## src/rtl/rdbk_pkg.sv

```systemverilog
package rdbk_pkg;
  typedef enum logic [1:0] {ST_IDLE, ST_TURN, ST_SEND, ST_WIN} rdbk_st_e;
  localparam int FRAME_BITS = 10;
endpackage

```

## src/rtl/rdbk_ctrl.sv

```systemverilog
module rdbk_ctrl
  import rdbk_pkg::*;
#(
  parameter int CMD_W  = 4,
  parameter int PTR_W  = 4,
  parameter int TIME_W = 4,
  parameter int CNT_W  = 16,
  parameter logic [CMD_W-1:0] CMD_RD = 4'h9,
  parameter logic [CMD_W-1:0] CMD_AN = 4'hA
) (
  input  logic              clk_i,
  input  logic              rst_ni,
  input  logic              tick_i,
  input  logic              cmd_valid_i,
  input  logic [CMD_W-1:0]  cmd_i,
  input  logic [PTR_W-1:0]  ptr_i,
  input  logic [PTR_W-1:0]  src_sel_i,
  input  logic [TIME_W-1:0] win_time_i,
  output rdbk_st_e          st_o,
  output logic              load_o,
  output logic [PTR_W-1:0]  sel_o,
  output logic [PTR_W-1:0]  asel_o
);
  localparam logic [CNT_W-1:0] LAST_BIT = CNT_W'(FRAME_BITS - 1);

  rdbk_st_e         st_q;
  logic [CNT_W-1:0] cnt_q, lim_q;
  logic [PTR_W-1:0] sel_q, asel_q;

  assign load_o = (st_q == ST_TURN) && tick_i && (cnt_q == LAST_BIT);

  always_ff @(posedge clk_i or negedge rst_ni) begin
    if (!rst_ni) begin
      st_q   <= ST_IDLE;
      cnt_q  <= '0;
      lim_q  <= '0;
      sel_q  <= '0;
      asel_q <= '0;
    end else begin
      unique case (st_q)
        ST_IDLE: if (cmd_valid_i) begin
          cnt_q <= '0;
          if (cmd_i == CMD_RD) begin
            st_q  <= ST_TURN;
            sel_q <= ptr_i;
          end else if (cmd_i == CMD_AN) begin
            st_q   <= ST_WIN;
            asel_q <= src_sel_i;
            // window of 2^(t+1) ticks: limit is that count minus one
            lim_q  <= {CNT_W{1'b1}} >> (CNT_W - 1 - int'(win_time_i));
          end
        end
        ST_TURN, ST_SEND: if (tick_i) begin
          if (cnt_q == LAST_BIT) begin
            cnt_q <= '0;
            st_q  <= (st_q == ST_TURN) ? ST_SEND : ST_IDLE;
          end else begin
            cnt_q <= cnt_q + 1'b1;
          end
        end
        ST_WIN: if (tick_i) begin
          if (cnt_q == lim_q) st_q <= ST_IDLE;
          else                cnt_q <= cnt_q + 1'b1;
        end
        default: st_q <= ST_IDLE;
      endcase
    end
  end

  assign st_o   = st_q;
  assign sel_o  = sel_q;
  assign asel_o = asel_q;


  rd_accept_chk: assert property (@(posedge clk_i) disable iff (!rst_ni)
    (st_q == ST_IDLE && cmd_valid_i && cmd_i == CMD_RD)
      |=> (st_q == ST_TURN && sel_q == $past(ptr_i)));

  hold_sel_chk: assert property (@(posedge clk_i) disable iff (!rst_ni)
    (st_q != ST_IDLE) |=> ($stable(sel_q) && $stable(asel_q)));

  win_bound_chk: assert property (@(posedge clk_i) disable iff (!rst_ni)
    (st_q == ST_WIN) |-> (cnt_q <= lim_q));

  turn_bound_chk: assert property (@(posedge clk_i) disable iff (!rst_ni)
    (st_q == ST_TURN) |-> (cnt_q <= LAST_BIT));
endmodule

```

## src/rtl/rdbk_shift.sv

```systemverilog
module rdbk_shift #(
  parameter int DATA_W = 8
) (
  input  logic              clk_i,
  input  logic              rst_ni,
  input  logic              load_i,
  input  logic              shift_i,
  input  logic [DATA_W-1:0] data_i,
  output logic              bit_o
);
  logic [DATA_W+1:0] sr_q;

  // frame sits LSB-first: start(0), data, stop(1); refill with idle ones
  always_ff @(posedge clk_i or negedge rst_ni) begin
    if (!rst_ni)      sr_q <= '1;
    else if (load_i)  sr_q <= {1'b1, data_i, 1'b0};
    else if (shift_i) sr_q <= {1'b1, sr_q[DATA_W+1:1]};
  end

  assign bit_o = sr_q[0];


  load_start_chk: assert property (@(posedge clk_i) disable iff (!rst_ni)
    load_i |=> (bit_o == 1'b0));
endmodule

```

## src/rtl/rdbk_tx.sv

```systemverilog
module rdbk_tx
  import rdbk_pkg::*;
#(
  parameter int CMD_W  = 4,
  parameter int PTR_W  = 4,
  parameter int TIME_W = 4,
  parameter int DATA_W = 8,
  parameter logic [CMD_W-1:0] CMD_RD = 4'h9,
  parameter logic [CMD_W-1:0] CMD_AN = 4'hA
) (
  input  logic              clk_i,
  input  logic              rst_ni,
  input  logic              tick_i,
  input  logic              cmd_valid_i,
  input  logic [CMD_W-1:0]  cmd_i,
  input  logic [PTR_W-1:0]  ptr_i,
  input  logic [PTR_W-1:0]  src_sel_i,
  input  logic [TIME_W-1:0] win_time_i,
  input  logic [DATA_W-1:0] reg_byte_i,
  output logic [PTR_W-1:0]  reg_sel_o,
  output logic              dio_oe_o,
  output logic              dio_do_o,
  output logic              ana_en_o,
  output logic [PTR_W-1:0]  ana_sel_o,
  output logic              busy_o
);
  localparam int WIN_MAX_LOG = 1 << TIME_W;
  localparam int CNT_W = (WIN_MAX_LOG > 4) ? WIN_MAX_LOG : 4;

  rdbk_st_e st;
  logic     load, tx_bit;

  rdbk_ctrl #(
    .CMD_W(CMD_W), .PTR_W(PTR_W), .TIME_W(TIME_W), .CNT_W(CNT_W),
    .CMD_RD(CMD_RD), .CMD_AN(CMD_AN)
  ) i_ctrl (
    .clk_i, .rst_ni, .tick_i, .cmd_valid_i, .cmd_i, .ptr_i,
    .src_sel_i, .win_time_i,
    .st_o(st), .load_o(load), .sel_o(reg_sel_o), .asel_o(ana_sel_o)
  );

  rdbk_shift #(.DATA_W(DATA_W)) i_shift (
    .clk_i, .rst_ni,
    .load_i(load),
    .shift_i(tick_i && st == ST_SEND),
    .data_i(reg_byte_i),
    .bit_o(tx_bit)
  );

  assign dio_oe_o = (st == ST_SEND);
  assign dio_do_o = tx_bit | ~dio_oe_o;
  assign ana_en_o = (st == ST_WIN);
  assign busy_o   = (st != ST_IDLE);


  start_low_chk: assert property (@(posedge clk_i) disable iff (!rst_ni)
    $rose(dio_oe_o) |-> !dio_do_o);

  stop_high_chk: assert property (@(posedge clk_i) disable iff (!rst_ni)
    $fell(dio_oe_o) |-> ($past(dio_do_o) && !busy_o));

  turn_first_chk: assert property (@(posedge clk_i) disable iff (!rst_ni)
    $rose(dio_oe_o) |-> ($past(st) == ST_TURN));

  win_release_chk: assert property (@(posedge clk_i) disable iff (!rst_ni)
    ana_en_o |-> !dio_oe_o);
endmodule

```

## config.mk

```make
export PLATFORM = sky130hd
export DESIGN_NAME = rdbk_tx
export DESIGN_NICKNAME = d
export VERILOG_FILES = /design/src/rtl/rdbk_pkg.sv /design/src/rtl/rdbk_ctrl.sv /design/src/rtl/rdbk_shift.sv /design/src/rtl/rdbk_tx.sv
export SDC_FILE = /design/constraint.sdc
export NUM_CORES = 1
export LEC_CHECK = 0
export ABC_AREA = 1
export CORE_UTILIZATION = 50
export DETAILED_ROUTE_END_ITERATION = 12
export DONT_BUFFER_PORTS = 1
export PLACE_DENSITY = 0.71
export SLEW_MARGIN = 5
export SYNTH_ARGS = -nofsm -noshare
export SYNTH_HDL_FRONTEND = slang
export SYNTH_SLANG_ARGS = --single-unit
```

## constraint.sdc

```tcl
create_clock -name clk_i -period 2.52 [get_ports clk_i]
set_clock_uncertainty 0.2 [all_clocks]
set_input_delay 0.126 -clock clk_i [delete_from_list [all_inputs] [get_ports clk_i]]
set_output_delay 0.126 -clock clk_i [all_outputs]
set_load 0.02 [all_outputs]
```

* Word level (Yosys, flattened, before mapping)
Index checks and enable logic that the tools add are counted.
** Word-level totals
- Flip-flop bits (word level) :: 52
- Latch bits :: 0
- RAM bits :: 0
- Bits in read-only memories :: 0
- Input port bits :: 28
- Output and inout port bits :: 12
- Memories :: 0
** Cells by class
- Add/sub/neg operators :: 2
- Multiply operators :: 0
- Div/mod/pow operators :: 0
- Magnitude comparators :: 0
- Eq/ne operators :: 14
- Shift-type cells :: 1
- Mux-type cells :: 17
- Bitwise operators :: 3
- Reductions and logical operators :: 11
** Operator list (number)
- $mux W16 :: 5
- $pmux W16 S3 :: 1
- $shr A16 B32 Y16 const A :: 1
- $mux W10 :: 2
- $add A16 B1 Y16 const B :: 1
- $eq A16 B16 Y1 :: 1
- $eq A16 B4 Y1 const B :: 1
- $mux W2 :: 8
- $eq A4 B4 Y1 const B :: 2
- $ne A2 B2 Y1 const B :: 4
- $reduce_and A4 Y1 :: 2
- $pmux W2 S3 :: 1
- $reduce_and A6 Y1 :: 1
- $sub A4 B4 Y5 const A :: 1
- $eq A2 B2 Y1 const B :: 2
- $ne A2 B1 Y1 const B :: 2
- $reduce_bool A2 Y1 :: 2
- $logic_and A1 B1 Y1 :: 3
- $ne A3 B1 Y1 const B :: 1
- $reduce_and A3 Y1 :: 1
- $eq A2 B1 Y1 const B :: 1
- $logic_not A2 Y1 :: 1
- $not A1 Y1 :: 2
- $reduce_or A2 Y1 :: 1
- $or A1 B1 Y1 :: 1

* Longest topological paths before layout
Gate-level depths: netlist of the first run.
- Depth in word-level cells :: 5
- Gate-level depth with buffers :: 12
- Gate-level depth less buffers :: 11

* Cells and area by module
Synthesis of the first run repeated with hierarchy kept, for this count alone.
** Second synthesis, totals
- Cells, all modules :: 473
- Area, all modules :: 3255.6 µm²
** By module, submodules not included
- rdbk_ctrl :: instances 1, cells each 397, area each 2731.4 µm², seq. area each 1051.0 µm²
- rdbk_shift :: instances 1, cells each 65, area each 480.5 µm², seq. area each 236.5 µm²
- rdbk_tx :: instances 1, cells each 11, area each 43.8 µm², seq. area each 0.0 µm²

* Worst setup path after synthesis of the first run
OpenSTA, ideal clock, no wires.
- Kind :: register to register
- Start point :: register i_ctrl.st_q[0] (netlist: i_ctrl.st_o[0])
- End point :: register i_ctrl.st_q[0] (netlist: i_ctrl.st_o[0])
- Arrival :: 1.597 ns
- Required time :: 2.203 ns
- Slack :: 0.606 ns
- Stages on the path, launching flop included :: 11
- Buffers on the path :: 1
- Period minus slack after synthesis :: 1.914 ns
- Cell sequence :: dfrtp_1 > inv_1 > ha_1 > clkbuf_1 > nor2_1 > o22a_2 > nand2_1 > a21oi_1 > nand2_1 > nand2_1 > nand2_1
** Between the ends
- Word-level cells in the longest chain between the ends :: 4
** Ends and longest elaborated chain
- start: declaration :: RTL line rdbk_ctrl.sv:26 : rdbk_st_e st_q;
- start signal: assignment :: RTL line rdbk_ctrl.sv:56 : st_q <= (st_q == ST_TURN) ? ST_SEND : ST_IDLE;
- $eq A2 B2 Y1 / $eq A2 B1 Y1 (equally long branches) :: RTL line rdbk_ctrl.sv:40 : unique case (st_q)
- $reduce_or A2 Y1 :: RTL line rdbk_ctrl.sv:40
- $ne A2 B1 Y1 (no source line) / $ne A2 B2 Y1 (equally long branches)
- $reduce_and A6 Y1 (no source line)
Several ways; a longest one is shown, not always the timed one.
A chain may end at the register's enable or synchronous reset.

* Worst setup path in the final report of the first run
- Start point :: register i_ctrl.st_q[0] (netlist: i_ctrl.st_o[0])
- End point :: register i_ctrl.lim_q[4]
** Between the ends
- Word-level cells in the longest chain between the ends :: 2
** Ends and longest elaborated chain
- $logic_not A2 Y1 :: RTL line rdbk_ctrl.sv:40
- $reduce_and A4 Y1 (no source line)
- end signal: assignment :: RTL line rdbk_ctrl.sv:50 : lim_q <= {CNT_W{1'b1}} >> (CNT_W - 1 - int'(win_time_i));
- end: declaration :: RTL line rdbk_ctrl.sv:27 : logic [CNT_W-1:0] cnt_q, lim_q;
Every way passes these cells.

==> flow_metrics.env, run 1 <==
export IMPL_clk_latency_ps=310
export IMPL_io_buffers=0
export IMPL_die_w_um=83.4
export IMPL_via_per_inst=5.25
export IMPL_grt_pass1_vias=2816
export IMPL_cts_made_buffers=5
export IMPL_fin_crit_ps=2320
export IMPL_initial_core_util=0.519
export IMPL_finalPower_uw=3040
export IMPL_synth_area_top_cells="dfrtp_1, nand2_1, inv_1"
export IMPL_synthMuxAreaShare=0.0136
export IMPL_cpPeakStageDelay_ps=570
export IMPL_synth_compound_area_frac=0.113
export IMPL_vias=2958
export IMPL_crit_fanout=11
export IMPL_syn_num_nets=502
export IMPL_ys_warn_count=0
export IMPL_hold_class="in -> reg"
export IMPL_grt_overflow=0
export IMPL_io_pins=40
export IMPL_multi_input_area_sq_um=1620
export IMPL_fin_hold_ws_ps=9.67
export IMPL_crit_type="reg -> reg"
export IMPL_max_cap_violations=0
export IMPL_synth_area_sq_um=3310
export IMPL_grt_setup_unrepaired="no"
export IMPL_diodes=0
export IMPL_max_freq_mhz=431
export IMPL_wl_per_cell_um=13.4
export IMPL_ir_drop_v=0.000735
export IMPL_die_y_um=83.4
export IMPL_yosysSeqAreaShare=0.388
export IMPL_yosysMostFrequentCell="nand2_1"
export IMPL_setup_violations=0
export IMPL_core_sq_um=6390
export IMPL_startpoint_type="register"
export IMPL_drive_gt1_frac=0.0988
export IMPL_synth_xor_area_frac=0.0132
export IMPL_ff_latch_area_sq_um=1290
export IMPL_drt_initial_drc_count=275
export IMPL_crit_top_cell="inv_1"
export IMPL_fin_crit_sh=0.921
export IMPL_met1_length_um=3310
export IMPL_end_kind="register"
export IMPL_cp_slowest_cell="dlygate4sd3_1"
export IMPL_clkTransAtPathRegs_ps=100
export IMPL_ys_seq_elements=51
export IMPL_cts_tree="done"
export IMPL_cpLargestDelayFamily="buffers and inverters"
export IMPL_synthTopCellsByCount="nand2_1, inv_1, nor2_1"
export IMPL_syn_instance_count=466
export IMPL_synth_fa_ha_area_frac=0.0302
export IMPL_finalHoldViolCount=0
export IMPL_arrival_ps=2370
export IMPL_crit_buf_inv=5
export IMPL_ys_flop_type="dfrtp_1"
export IMPL_p_leak_uw=0.00186
export IMPL_syn_to_final_growth_pct=11.5
export IMPL_fin_tns_setup_ps=0
export IMPL_yosysTopAreaCell="dfrtp_1"
export IMPL_grtUsageTotal=0.228
export IMPL_cp_cell_sequence="inv_1 -> ha_1 -> nand2_1 -> inv_1 -> nand4_1 -> buf_4 -> buf_6 -> a22oi_1 -> dlygate4sd3_1"
export IMPL_cts_root_buf="clkbuf_8"
export IMPL_status="finished clean"
export IMPL_slew_violations=0
export IMPL_layout_nets=521
export IMPL_std_cell_rows=29
export IMPL_worst_ep_required_time_ps=2570
export IMPL_place_congestion=0.918
export IMPL_drtAntennaViolNets=0
export IMPL_antenna_found_initial=0
export IMPL_cts_max_path_buffers=2
export IMPL_synthArstFlopShare=1.00
export IMPL_wl_met2_um=3670
export IMPL_cellPowerDensity_nw_per_um2=824
export IMPL_grt_max_degree=52
export IMPL_drt_wl_total_um=7530
export IMPL_place_hpwl_um=5440
export IMPL_dr_wl_met3_um=376
export IMPL_relSlewSlack=0.673
export IMPL_synth_avg_cell_area_sq_um=7.11
export IMPL_synth_simple_area_share=0.318
export IMPL_n_fill_cell=599
export IMPL_synth_cell_types=36
export IMPL_die_area_sq_um=6960
export IMPL_grt_pass1_wl_um=12900
export IMPL_synthDominantCellAreaShare=0.317
export IMPL_drc=0
export IMPL_htreeDepth=2
export IMPL_synth_top_family_by_area="simple AND/OR/NAND/NOR gates"
export IMPL_cts_sinks=51
export IMPL_drt_pass1_iterations=6
export IMPL_synth_edf_count=0
export IMPL_highest_layer="met4"
export IMPL_tightest_slew_ps=487
kinds of logic (layout without fill, tap and decap cells):
| kind of cell | after synthesis | count (layout) |
|---|---|---|
| AO/OA/AOI/OAI | 59 | 59 |
| XOR/XNOR | 5 | 5 |
| adder cells (fa/ha/maj) | 8 | 8 |
| buffers and inverters | 91 | 111 |
| flip-flops | 51 | 51 |
| multiplexers | 4 | 4 |
| AND/OR/NAND/NOR | 248 | 248 |
registers in the layout (all words and copies together) (netlist names):
signal	cells
i_ctrl.cnt_q	16
i_ctrl.lim_q	16
i_shift.sr_q	9
i_ctrl.asel_o	4
i_ctrl.sel_o	4
i_ctrl.st_o	2
through the flow:
| step | cells | instance area, sq um | setup slack (ps) | utilization |
|---|---|---|---|---|
| finish | 563 | 3690 | 198 | 0.579 |
| global route | 563 | 3690 | 3.33 | 0.579 |
| CTS | 562 | 3670 | 37.5 | 0.575 |
| detailed placement | 527 | 3300 | 477 | 0.517 |
| global placement | 527 | 3300 | 527 | 0.517 |
| floorplan | 466 | 3310 | 606 | - |
worst register-to-register path, cell delays in order, from the launching register on:
cell and delay [ps]:
dfrtp_2 450, inv_1 120, ha_1 200, nand2_1 60, inv_1 70, nand4_1 100, buf_4 180, buf_6 140
a22oi_1 180, dlygate4sd3_1 570
final cells by class:
| class | count | area share |
|---|---|---|
| multi-input cells | 324 | 0.440 |
| well taps | 77 | 0.0261 |
| flip-flops and latches | 51 | 0.349 |
| clock inverters | 3 | 0.00474 |
| inverters | 70 | 0.0711 |
| clock buffers | 5 | 0.0186 |
| repair buffers | 33 | 0.0911 |
path summary, 6_finish.rpt:
path / endpoint / startpoint / slack [ps] / depth (start not counted)
max: i_ctrl.lim_q[4] / i_ctrl.st_o[0] / 200 / 9
min reg2reg: i_ctrl.lim_q[0] / i_ctrl.lim_q[0] / 290 / 2
max in group asynchronous: i_shift.sr_q[5] / rst_ni / 1710 / 2
min in group asynchronous: i_ctrl.cnt_q[13] / rst_ni / 140 / 2
max reg2reg: i_ctrl.lim_q[4] / i_ctrl.st_o[0] / 200 / 9
min: i_ctrl.st_o[0] / cmd_i[1] / 10 / 6
routing by layer:
metal,GRT usage,vias up
li1,-,1505
met1,0.296,1332
met2,0.394,101
met3,0.0368,20
met4,0.0647,0
met5,0,-
cells in the final DEF, fill, tap and decap left out, drive strengths merged, types with 2 or more instances in the layout:
master and n:
a21oi 10, a22oi 5, buf 7, clkbuf 5, clkinv 2, dfrtp 42, dfstp 9, dlygate4sd3 26
ha 8, inv 71, mux2 4, nand2 159, nand3 29, nand4 9, nor2 48, nor4 2
o211ai 11, o21ai 22, o22ai 7, xor2 5
report_power, final:
| group | leakage (uW) | internal, uW | switching (uW) |
|---|---|---|---|
| Clock | 0.0000460 | 195 | 281 |
| Combinational | 0.00120 | 432 | 783 |
| Sequential | 0.000613 | 1110 | 242 |
what timing repair did:
| item | in CTS | in global routing |
|---|---|---|
| endpoints found under the setup margin | 0 | 2 |
| gates resized for setup | 0 | 4 |
| hold endpoints to repair | 83 | 0 |
| setup buffers | 0 | 1 |
| hold buffers | 27 | 0 |
(Power assumes the default switching activity.)
==> inputs of run 2 (changes only) <==
Settings changed: REMOVE_ABC_BUFFERS set to 1.
==> run 2 against run 1 <==
Compared with the run above:
- worst hold slack improved by 2.6 ps
- routed wire length did not move
- fmax increased by 0.74%
- sequential power hardly changed
- via count shrank 0.30%
- sequential share of layout area increased by 0.37 points
- first-iteration DRC count is 25% lower
- cell count fell by 0.53%
- largest cell class unchanged
==> flow_metrics.env, run 2 (synthesized netlist as in run 1, its figures left out) <==
export IMPL_status="finished clean"
export IMPL_ir_drop_v=0.000596
export IMPL_cts_root_buf="clkbuf_8"
export IMPL_arrival_ps=2350
export IMPL_diodes=0
export IMPL_via_per_inst=5.27
export IMPL_tightest_slew_ps=440
export IMPL_core_sq_um=6390
export IMPL_finalHoldViolCount=0
export IMPL_hold_class="in -> reg"
export IMPL_p_leak_uw=0.00185
export IMPL_place_congestion=0.938
export IMPL_grt_overflow=0
export IMPL_initial_core_util=0.519
export IMPL_antenna_found_initial=0
export IMPL_layout_nets=518
export IMPL_wl_met2_um=3610
export IMPL_startpoint="i_ctrl.cnt_q[1]"
export IMPL_setup_violations=0
export IMPL_cts_made_buffers=5
export IMPL_clk_latency_ps=310
export IMPL_clkTransAtPathRegs_ps=90
export IMPL_largest_registers="i_ctrl.cnt_q: 16 flops, i_ctrl.lim_q: 16 flops, i_shift.sr_q: 9 flops"
export IMPL_drt_initial_drc_count=206
export IMPL_final_core_util=0.572
export IMPL_cts_sinks=51
export IMPL_io_pins=40
export IMPL_die_w_um=83.4
export IMPL_grt_max_degree=52
export IMPL_drt_wl_total_um=7530
export IMPL_dr_wl_met3_um=384
export IMPL_place_hpwl_um=5310
export IMPL_grt_setup_unrepaired="no"
export IMPL_min_from="cmd_i[0]"
export IMPL_grt_pass1_wl_um=12900
export IMPL_grt_pass1_vias=2830
export IMPL_vias=2949
export IMPL_ctsResizeCount=0
export IMPL_rr_startpoint="i_ctrl.cnt_q[1]"
export IMPL_end_kind="register"
export IMPL_highest_layer="met4"
export IMPL_cts_max_path_buffers=2
export IMPL_crit_fanout=5
export IMPL_n_fill_cell=590
export IMPL_drc=0
export IMPL_worst_ep_required_time_ps=2570
export IMPL_io_buffers=0
export IMPL_max_freq_mhz=434
export IMPL_finalPower_uw=3020
export IMPL_cts_tree="done"
export IMPL_crit_type="reg -> reg"
export IMPL_fin_crit_sh=0.915
export IMPL_syn_to_final_growth_pct=10.2
export IMPL_startpoint_type="register"
export IMPL_die_y_um=83.4
export IMPL_fin_tns_setup_ps=0
export IMPL_die_area_sq_um=6960
export IMPL_final_common_cell="nand2_1"
export IMPL_std_cell_rows=29
export IMPL_drt_pass1_iterations=4
export IMPL_max_cap_violations=0
export IMPL_htreeDepth=2
export IMPL_layout_common_cells="nand2_1, inv_1, nor2_1"
export IMPL_drive_gt1_frac=0.0911
export IMPL_wl_per_cell_um=13.4
export IMPL_relSlewSlack=0.704
export IMPL_cellPowerDensity_nw_per_um2=827
export IMPL_fin_crit_ps=2300
export IMPL_met1_length_um=3420
export IMPL_drtAntennaViolNets=0
export IMPL_grtUsageTotal=0.230
export IMPL_slew_violations=0
## run 2: per-layer routing
| layer | vias up | GRT usage |
|---|---|---|
| met5 | - | 0 |
| met3 | 11 | 0.0378 |
| met1 | 1359 | 0.310 |
| li1 | 1496 | - |
| met4 | 0 | 0.0632 |
| met2 | 83 | 0.386 |
## run 2: power breakdown
group | total (uW) | internal (uW) | switching [uW]
Sequential | 1340 | 1110 | 230
Combinational | 1220 | 417 | 800
Clock | 460 | 197 | 263
Total | 3020 | 1730 | 1290
## run 2: what timing repair did
action | in CTS | in global routing
hold buffers | 25 | 0
endpoints found under the hold margin | 84 | 0
endpoints found under the setup margin | 0 | 0
buffers inserted | 0 | 0
## run 2: path summary, 6_finish.rpt
path / to / slack, ps / depth (start not counted)
min: i_ctrl.st_o[1] / 10 / 5
min reg2reg: i_ctrl.lim_q[0] / 290 / 2
max in group asynchronous: i_shift.sr_q[4] / 1720 / 2
max: i_shift.sr_q[7] / 220 / 7
min in group asynchronous: i_ctrl.st_o[1] / 130 / 2
max reg2reg: i_shift.sr_q[7] / 220 / 7
## run 2: critical path, cell delays in order (launching register included)
cell and delay (ps):
dfrtp_1 440, inv_1 100, ha_1 170, nand4_1 140, nor4_1 370, nand4_1 150, dlygate4sd3_1 590, nand3_1 90
## run 2: per-stage QoR
| step | setup slack (ps) | cells | hold WS, ps | cell area [sq um] |
|---|---|---|---|---|
| finish | 215 | 560 | 12.3 | 3650 |
| global route | 49.2 | 560 | 40.4 | 3650 |
| detailed placement | 334 | 527 | -367 | 3300 |
| CTS | 222 | 560 | 9.64 | 3650 |
| global placement | 416 | 527 | -368 | 3300 |
| floorplan | 424 | 445 | -370 | 3170 |
## run 2: area by class of cell
type	count	area, sq um	area share
clock inverters	1	7.51	0.00206
repair buffers	30	305	0.0836
clock buffers	7	76.3	0.0209
multi-input cells	324	1620	0.443
inverters	70	263	0.0719
flip-flops and latches	51	1290	0.353
well taps	77	96.3	0.0264
